$ cat config.mk
export PLATFORM = sky130hd
export DESIGN_NAME = sector_seq
export DESIGN_NICKNAME = d
export VERILOG_FILES = /design/src/rtl/sector_seq_pkg.sv /design/src/rtl/seq_addr.sv /design/src/rtl/seq_ctrl.sv /design/src/rtl/sector_seq.sv
export SDC_FILE = /design/constraint.sdc
export NUM_CORES = 1
export LEC_CHECK = 0
export BUFFER_PORTS_ARGS = -buffer_cell sky130_fd_sc_hd__buf_2
export CELL_PAD_IN_SITES_DETAIL_PLACEMENT = 1
export CELL_PAD_IN_SITES_GLOBAL_PLACEMENT = 1
export CORE_MARGIN = 2
export CORE_UTILIZATION = 44
export CTS_CLUSTER_SIZE = 12
export DETAILED_ROUTE_END_ITERATION = 7
export GPL_TIMING_DRIVEN = 0
export PLACE_DENSITY = 0.91
export REMOVE_ABC_BUFFERS = 1
export SLEW_MARGIN = 20
export SYNTH_ARGS = -nofsm -noshare
export SYNTH_HDL_FRONTEND = slang
export SYNTH_SLANG_ARGS = --single-unit
$ cat constraint.sdc
create_clock -name clk -period 6.5 [get_ports clk]
set_input_delay 0.65 -clock clk [delete_from_list [all_inputs] [get_ports clk]]
set_output_delay 0.65 -clock clk [all_outputs]
set_load 0.05 [all_outputs]
$ cat src/rtl/sector_seq_pkg.sv
package sector_seq_pkg;

  typedef enum logic [2:0] {
    OP_NONE     = 3'd0,
    OP_SET_REC  = 3'd1,
    OP_REC      = 3'd2,
    OP_SET_PLAY = 3'd3,
    OP_PLAY     = 3'd4,
    OP_SET_FWD  = 3'd5,
    OP_FWD      = 3'd6
  } seq_op_e;

  function automatic logic op_known(input logic [2:0] op);
    return (op >= 3'd1) && (op <= 3'd6);
  endfunction

  function automatic logic op_is_set(input logic [2:0] op);
    return (op == OP_SET_REC) || (op == OP_SET_PLAY) || (op == OP_SET_FWD);
  endfunction

  function automatic logic op_is_rec(input logic [2:0] op);
    return (op == OP_SET_REC) || (op == OP_REC);
  endfunction

  function automatic logic op_is_play(input logic [2:0] op);
    return (op == OP_SET_PLAY) || (op == OP_PLAY);
  endfunction

  function automatic logic op_is_fwd(input logic [2:0] op);
    return (op == OP_SET_FWD) || (op == OP_FWD);
  endfunction

  // a request of the same kind as a running set-record/set-play waits for the sector end
  function automatic logic op_queues(input logic [2:0] mode, input logic [2:0] op);
    return ((mode == OP_SET_REC) && op_is_rec(op)) ||
           ((mode == OP_SET_PLAY) && op_is_play(op));
  endfunction

endpackage

$ cat src/rtl/seq_addr.sv
module seq_addr #(
  parameter int SEC_N = 640,
  parameter int SEC_W = 10,
  parameter int COL_W = 12
) (
  input  logic             clk,
  input  logic             rst_n,
  input  logic             load,
  input  logic [SEC_W-1:0] load_row,
  input  logic             col_step,
  input  logic             col_wrap,
  input  logic             row_step,
  input  logic [COL_W-1:0] sector_len,
  output logic [SEC_W-1:0] row,
  output logic [COL_W-1:0] col,
  output logic             at_end,
  output logic             at_last
);

  localparam logic [SEC_W-1:0] LAST_ROW = SEC_W'(SEC_N - 1);

  function automatic logic [COL_W-1:0] last_col(input logic [COL_W-1:0] len);
    return len - COL_W'(1);
  endfunction

  assign at_end  = (col == last_col(sector_len));
  assign at_last = (row == LAST_ROW);

  always_ff @(posedge clk or negedge rst_n) begin
    if (!rst_n) begin
      row <= '0;
      col <= '0;
    end else if (load) begin
      row <= load_row;
      col <= '0;
    end else if (row_step) begin
      row <= row + SEC_W'(1);
      col <= '0;
    end else if (col_wrap) begin
      col <= '0;
    end else if (col_step) begin
      col <= col + COL_W'(1);
    end
  end

endmodule

$ cat src/rtl/seq_ctrl.sv
module seq_ctrl
  import sector_seq_pkg::*;
#(
  parameter int SEC_N  = 640,
  parameter int SEC_W  = 10,
  parameter int ADDR_W = 15
) (
  input  logic              clk,
  input  logic              rst_n,
  input  logic              cmd_valid,
  input  logic [2:0]        cmd_op,
  input  logic [ADDR_W-1:0] cmd_sector,
  input  logic              stop_req,
  input  logic              sample_stb,
  input  logic              eod_bit,
  input  logic              at_end,
  input  logic              at_last,
  input  logic [SEC_W-1:0]  cur_row,
  output logic              load,
  output logic [SEC_W-1:0]  load_row,
  output logic              col_step,
  output logic              col_wrap,
  output logic              row_step,
  output logic              active,
  output logic              int_n,
  output logic              mute,
  output logic              wr_eod,
  output logic              start_ev,
  output logic              queue_ev,
  output logic              eod_ev,
  output logic              handoff_ev,
  output logic              exhaust_ev,
  output logic              halt_ev
);

  seq_op_e          mode;
  seq_op_e          pend_op;
  logic             pend_vld;
  logic [SEC_W-1:0] pend_row;

  logic cmd_ok, running, step, end_ev, plain_next, stop_ev;

  assign running  = (mode != OP_NONE);
  assign cmd_ok   = cmd_valid && op_known(cmd_op) &&
                    (!op_is_set(cmd_op) || (cmd_sector < ADDR_W'(SEC_N)));
  assign queue_ev = cmd_ok && !stop_req && running && op_queues(mode, cmd_op);
  assign start_ev = cmd_ok && !stop_req && !queue_ev && !(running && op_is_rec(mode));
  assign stop_ev  = stop_req && running;

  assign step       = running && sample_stb && !stop_req && !start_ev;
  assign eod_ev     = step && !op_is_rec(mode) && eod_bit;
  assign end_ev     = step && !eod_ev && at_end;
  assign handoff_ev = end_ev && pend_vld;
  assign plain_next = handoff_ev ? !op_is_set(pend_op) : !op_is_set(mode);
  assign exhaust_ev = end_ev && plain_next && at_last;
  assign halt_ev    = stop_ev || eod_ev || exhaust_ev;

  assign col_step = step && !eod_ev && !at_end;
  assign col_wrap = end_ev && !handoff_ev && op_is_set(mode);
  assign row_step = end_ev && plain_next && !at_last;
  assign load     = start_ev || (handoff_ev && op_is_set(pend_op));
  assign load_row = start_ev ? (op_is_set(cmd_op) ? cmd_sector[SEC_W-1:0] : cur_row)
                             : pend_row;

  assign active = running;
  assign mute   = op_is_fwd(mode);

  always_ff @(posedge clk or negedge rst_n) begin
    if (!rst_n) begin
      mode     <= OP_NONE;
      pend_vld <= 1'b0;
      pend_op  <= OP_NONE;
      pend_row <= '0;
      int_n    <= 1'b1;
      wr_eod   <= 1'b0;
    end else begin
      wr_eod <= op_is_rec(mode) && (stop_ev || exhaust_ev);
      if (halt_ev)         mode <= OP_NONE;
      else if (start_ev)   mode <= seq_op_e'(cmd_op);
      else if (handoff_ev) mode <= pend_op;

      if (queue_ev) begin
        pend_vld <= 1'b1;
        pend_op  <= seq_op_e'(cmd_op);
        pend_row <= cmd_sector[SEC_W-1:0];
      end else if (handoff_ev || halt_ev || start_ev) begin
        pend_vld <= 1'b0;
      end

      if (start_ev)                  int_n <= 1'b1;
      else if (eod_ev || exhaust_ev) int_n <= 1'b0;
    end
  end

endmodule

$ cat src/rtl/sector_seq.sv
module sector_seq #(
  parameter int SEC_N  = 640,
  parameter int ADDR_W = 15,
  parameter int COL_W  = 12,
  localparam int SEC_W = $clog2(SEC_N)
) (
  input  logic              clk,
  input  logic              rst_n,
  input  logic              cmd_valid,
  input  logic [2:0]        cmd_op,
  input  logic [ADDR_W-1:0] cmd_sector,
  input  logic              stop_req,
  input  logic              sample_stb,
  input  logic [COL_W-1:0]  sector_len,
  input  logic              eod_bit,
  output logic [SEC_W-1:0]  row_addr,
  output logic [COL_W-1:0]  col_addr,
  output logic              active,
  output logic              wr_eod,
  output logic              int_n,
  output logic              mute
);

  logic             load, col_step, col_wrap, row_step, at_end, at_last;
  logic [SEC_W-1:0] load_row;
  logic             start_ev, queue_ev, eod_ev, handoff_ev, exhaust_ev, halt_ev;

  seq_ctrl #(.SEC_N(SEC_N), .SEC_W(SEC_W), .ADDR_W(ADDR_W)) u_ctrl (
    .clk, .rst_n, .cmd_valid, .cmd_op, .cmd_sector, .stop_req, .sample_stb,
    .eod_bit, .at_end, .at_last, .cur_row(row_addr),
    .load, .load_row, .col_step, .col_wrap, .row_step,
    .active, .int_n, .mute, .wr_eod,
    .start_ev, .queue_ev, .eod_ev, .handoff_ev, .exhaust_ev, .halt_ev
  );

  seq_addr #(.SEC_N(SEC_N), .SEC_W(SEC_W), .COL_W(COL_W)) u_addr (
    .clk, .rst_n, .load, .load_row, .col_step, .col_wrap, .row_step,
    .sector_len, .row(row_addr), .col(col_addr), .at_end, .at_last
  );

endmodule

# == Word level (Yosys, flattened, before mapping) ==
# Index checks and enable logic that the tools add are counted.
# Widths: inputs -> output; s select.
# classes
addsub,3
magnitude_cmp,3
n_eq_ne,16
n_mux,16
n_reduce_logical,66
# op_table
operator,count
$mux 12,4
$mux 10,4
$logic_and 1x1->1,28
$logic_or 1x1->1,19
$eq 3x2->1 const B,5
$eq 3x3->1 const B,5
$lt 15x10->1 const B,1
$add 12x1->12 const B,1
$eq 12x12->1,1
$logic_not 1->1,12
$sub 12x1->12 const B,1
$add 10x1->10 const B,1
$eq 10x10->1 const B,1
$eq 3x1->1 const B,3
$mux 3,3
$reduce_bool 2->1,3
$reduce_bool 3->1,2
$mux 1,5
$reduce_bool 4->1,1
$ge 3x1->1 const B,1
$le 3x3->1 const B,1
$ne 3x3->1 const B,1
$reduce_and 2->1,1
# totals
ff_bits,41
word_cells,112

# == Depth between registers and ports, before layout ==
# depth
depth_word,28
mapped_depth,12
depth_no_buf,10

# == Cells and area by module ==
# A second synthesis with hierarchy kept.
# unflattened
hier_cells,331
area_unflattened_um2,2960.3
# modules_own_cells
module,instances,cells_per_inst,area_each_um2,seq_area_each_um2
seq_addr,1,193,1626.6,550.5
seq_ctrl,1,138,1333.8,476.7

# == Least setup slack after synthesis ==
# Ideal clock, no wire load.
# synth_path
path_kind,input to register
from,input sector_len[3]
to,register u_addr.row[7]
setup_ns,0.131
t_arrival_ns,3.558
required_ns,6.369
setup_slack_ns,2.811
stages,11
cell_sequence,buf_2 or3_1 buf_2 or4_1 a21oi_1 nor3_1 or2_4 or4_4 buf_6 o311a_1 or3_1
# synth_via
elab_chain_len,9
word_cells_on_any_way,13
# synth_lines
item,line,source
from (decl),sector_seq.sv:14,"input logic [COL_W-1:0] sector_len,"
$sub 12x1->12 *,seq_addr.sv:23,return len - COL_W'(1);
$eq 12x12->1 *,seq_addr.sv:26,assign at_end = (col == last_col(sector_len));
$logic_and 1x1->1 *,seq_ctrl.sv:52,assign end_ev = step && !eod_ev && at_end;
$logic_and 1x1->1,seq_ctrl.sv:53,assign handoff_ev = end_ev && pend_vld;
$mux 1,seq_ctrl.sv:54,assign plain_next = handoff_ev ? !op_is_set(pend_op) : !op_is_set(mode);
$logic_and 1x1->1 (2 in series),seq_ctrl.sv:60,assign row_step = end_ev && plain_next && !at_last;
$reduce_bool 2->1 (no source line),--,
$reduce_and 2->1 (no source line),--,
to (signal assigned),seq_addr.sv:34,row <= load_row;
to (signal assigned),seq_addr.sv:37,row <= row + SEC_W'(1);
to (decl),seq_addr.sv:14,"output logic [SEC_W-1:0] row,"
# Every way passes the cells marked *; elsewhere a longest branch is shown, timed or not.
# A chain may end at the register's enable or synchronous reset.

# == Worst setup path after layout ==
# Ends and elaborated chain as after synthesis.

==> results.json <==
{
  "numPortBuffers": 61,
  "fp-row-count": 29,
  "globalplace.congestion": 0.8936,
  "grt_max_degree": 42,
  "postSynthAreaPerCell_um2": 8.533,
  "placed_area_mm2": 0.003248,
  "pwr-share-comb_pct": 42.4,
  "n_antenna_cell": 0,
  "die_h_um": 85.09,
  "via_per_inst": 6.228,
  "core_mm2": 0.006350,
  "grt_pass1_vias": 2988,
  "synth_seq_area_share_pct": 35.51,
  "die_w_um": 85.09,
  "finalSetupViolations": 0,
  "netlist_area_mm2": 0.002893,
  "fin_crit_sh_pct": 59.92,
  "rsz0062_at_grt": "no",
  "pwr-share-seq_pct": 38.0,
  "grtUsageMet2_pct": 43.04,
  "die_area_mm2": 0.007239,
  "synthFlopType": "dfrtp_1",
  "cts_tree": "yes",
  "worst_setup_path_start_kind": "input port",
  "clkSlewWorstSetupHoldPaths_ns": 0.08,
  "ys_types": 56,
  "numCtsBuffers": 5,
  "pin_count": 62,
  "finClkSkew_ns": 0.003664,
  "grt-busiest-layer": "met2",
  "fin_setup_tns_ns": 0,
  "h-tree-depth": 2,
  "synth_top_area_share_pct": 34.60,
  "yosysWarnings": 0,
  "antenna_left": 0,
  "cts_root_buffer": "clkbuf_8",
  "power_density_mw_per_mm2": 328.6,
  "async_flop_share_pct": 100.0,
  "area_delta_synth_final_pct": 16.31,
  "p_leak_uw": 0.001539,
  "hpwl_mm": 6.002,
  "max_freq_mhz": 256.7,
  "hold_viol": 0,
  "yosys.area.top_type": "dfrtp_1",
  "wire_per_inst_um": 17.79,
  "drive_gt1_share_pct": 24.17,
  "cts_hold_buf": 0,
  "outcome": "completed",
  "vdd_drop_max_v": 0.0002171,
  "ys_top_cells_by_count": "42 x nor2_1, 40 x dfrtp_1, 26 x nand2_1",
  "antenna_found_initial": 0,
  "crit_required_ns": 6.68,
  "p_sw_uw": 501.1,
  "drc": 0,
  "path_max_fanout": 9,
  "p_clk_share_pct": 19.6,
  "wl_mm": 8.363,
  "worstSetupPathType": "input port to flip-flop",
  "track_usage_pct": 24.13,
  "globalRoute.totalOverflow": 0,
  "synthTopCellsByArea": "dfrtp_1 35%, mux2_2 5.4%, nor2_1 5.4%, mux2i_1 3.5%, nand2_1 3.4%",
  "nets": 431,
  "cp_data_arrival_time_ns": 4.07,
  "postLayoutCoreUtil_pct": 52.99,
  "synth_cells": 339,
  "slew_headroom_pct": 35.90,
  "cts.sinks": 41,
  "cp-end-kind": "flip-flop",
  "fin_crit_ns": 3.895,
  "drtIter0Drc": 93,
  "ys_ff_latch": 41,
  "slew_violations": 0,
  "worstSkewPairLatency_ns": 0.29,
  "first_pass_iters": 4,
  "grtUsageMet1_pct": 30.16,
  "post-cts-setup-buffers": 0,
  "max_slew.worst_pin.slew_ns": 0.9571,
  "cap_violations": 0,
  "synth_most_common_cell": "nor2_1",
  "cts-resized-gates": 0,
  "hold_path_class": "input port to asynchronous set/reset pin",
  "synth_edf_count": 0,
  "postLayoutCellArea_mm2": 0.003364,
  "p_int_uw": 604.4,
  "start_util_pct": 45.56,
  "ctsLongestPathBuffers": 2,
  "switching_share_pct": 45.33,
  "vias": 2927,
  "fillers": 781,
  "grtUsageMet3_pct": 3.502,
  "grt_pass1_wl_mm": 14.29
}
[metrics by stage]
stage	power (µW)	setup slack (ns)	cells	hold WS [ns]
after global placement	866.6	2.231	458	0.4825
after CTS	1112	2.682	470	0.5146
after detailed placement	889.6	2.428	462	0.4990
after global routing	1173	2.404	470	0.5351
after floorplan	750.8	2.977	320	0.3544
final	1106	2.605	470	0.4841
[flip-flops by register name, indices dropped and copies added (netlist names)]
name,flops
u_ctrl.mode,3
u_addr.col,12
u_ctrl.wr_eod,1
u_addr.row,10
u_ctrl.pend_row,10
u_ctrl.int_n,1
u_ctrl.pend_op,3
u_ctrl.pend_vld,1
[cell usage in the layout, fill, tap and decap left out, drive strengths merged, types with 4 or more instances in the layout]
cell / netlist / routed
a211oi: 8 / 8
nand3b: 8 / 8
a21oi: 17 / 17
or4: 7 / 7
mux2: 14 / 14
a311oi: 5 / 5
and2: 4 / 4
dfrtp: 40 / 40
xor2: 5 / 5
or3: 9 / 9
nand2: 26 / 26
nand4: 9 / 9
mux2i: 10 / 10
buf: 4 / 65
nand3: 14 / 14
clkbuf: 15 / 7
inv: 12 / 12
o211a: 5 / 5
o21ai: 11 / 11
nor2: 42 / 42
nor3: 10 / 10
nor4: 5 / 5
a31oi: 4 / 4
xnor2: 9 / 9
[power groups by stage]
stage | Clock (µW) | Combinational (µW) | Sequential [µW]
floorplan | 0 | 207 | 544
global placement | 0 | 449 | 418
detailed placement | 0 | 466 | 423
CTS | 221 | 471 | 420
global route | 227 | 511 | 435
finish | 217 | 469 | 420
[kinds of logic (layout without fill, tap and decap cells)]
family	after synthesis	in the layout	synth area share, %
buffers and inverters	31	85	4.411
multiplexers	24	24	8.910
XOR/XNOR	14	14	4.239
adder cells (fa/ha/maj)	3	3	1.298
AO/OA/AOI/OAI	75	75	18.34
AND/OR/NAND/NOR	151	151	27.29
flip-flops	41	41	35.51
[layout make-up]
cell class              instances  area (µm²)  area share (%)
well taps                      77       96.34           2.864
inverters                      12       45.04           1.339
repair buffers                 65       330.3           9.818
multi-input cells             267        1749           51.99
flip-flops and latches         41        1027           30.53
clock buffers                   7       86.33           2.566
clock inverters                 1       30.03          0.8925
[routing by layer]
| layer | routed length (µm) | share of wire (%) |
|---|---|---|
| met1 | 3566 | 43 |
| met2 | 4315 | 52 |
| met3 | 333 | 4.0 |
| met4 | 148 | 1.8 |
| met5 | 0 | 0 |
[critical path, stage by stage]
cell      delay, ns
buf_2          0.15
or3_1          0.52
or4_1          0.54
a21oi_1        0.17
a311oi_1       0.07
a21oi_1        0.68
a32oi_1        0.47
buf_4          0.32
o311a_1        0.13
or3_1          0.36
[worst paths after layout]
kind | start | cells after the start | slack, ns | end
worst max-delay path | sector_len[3] | 10 | 2.60 | u_addr.row[7]
worst min-delay path | rst_n | 1 | 0.48 | u_addr.col[11]
worst max register to register | u_ctrl.mode[1] | 7 | 3.04 | u_addr.row[7]
worst min register to register | u_ctrl.int_n | 2 | 0.51 | u_ctrl.int_n
max in group asynchronous | rst_n | 1 | 5.43 | u_ctrl.mode[1]
min in group clk | u_ctrl.int_n | 2 | 0.51 | u_ctrl.int_n
Power figures use the tool's default switching activity.
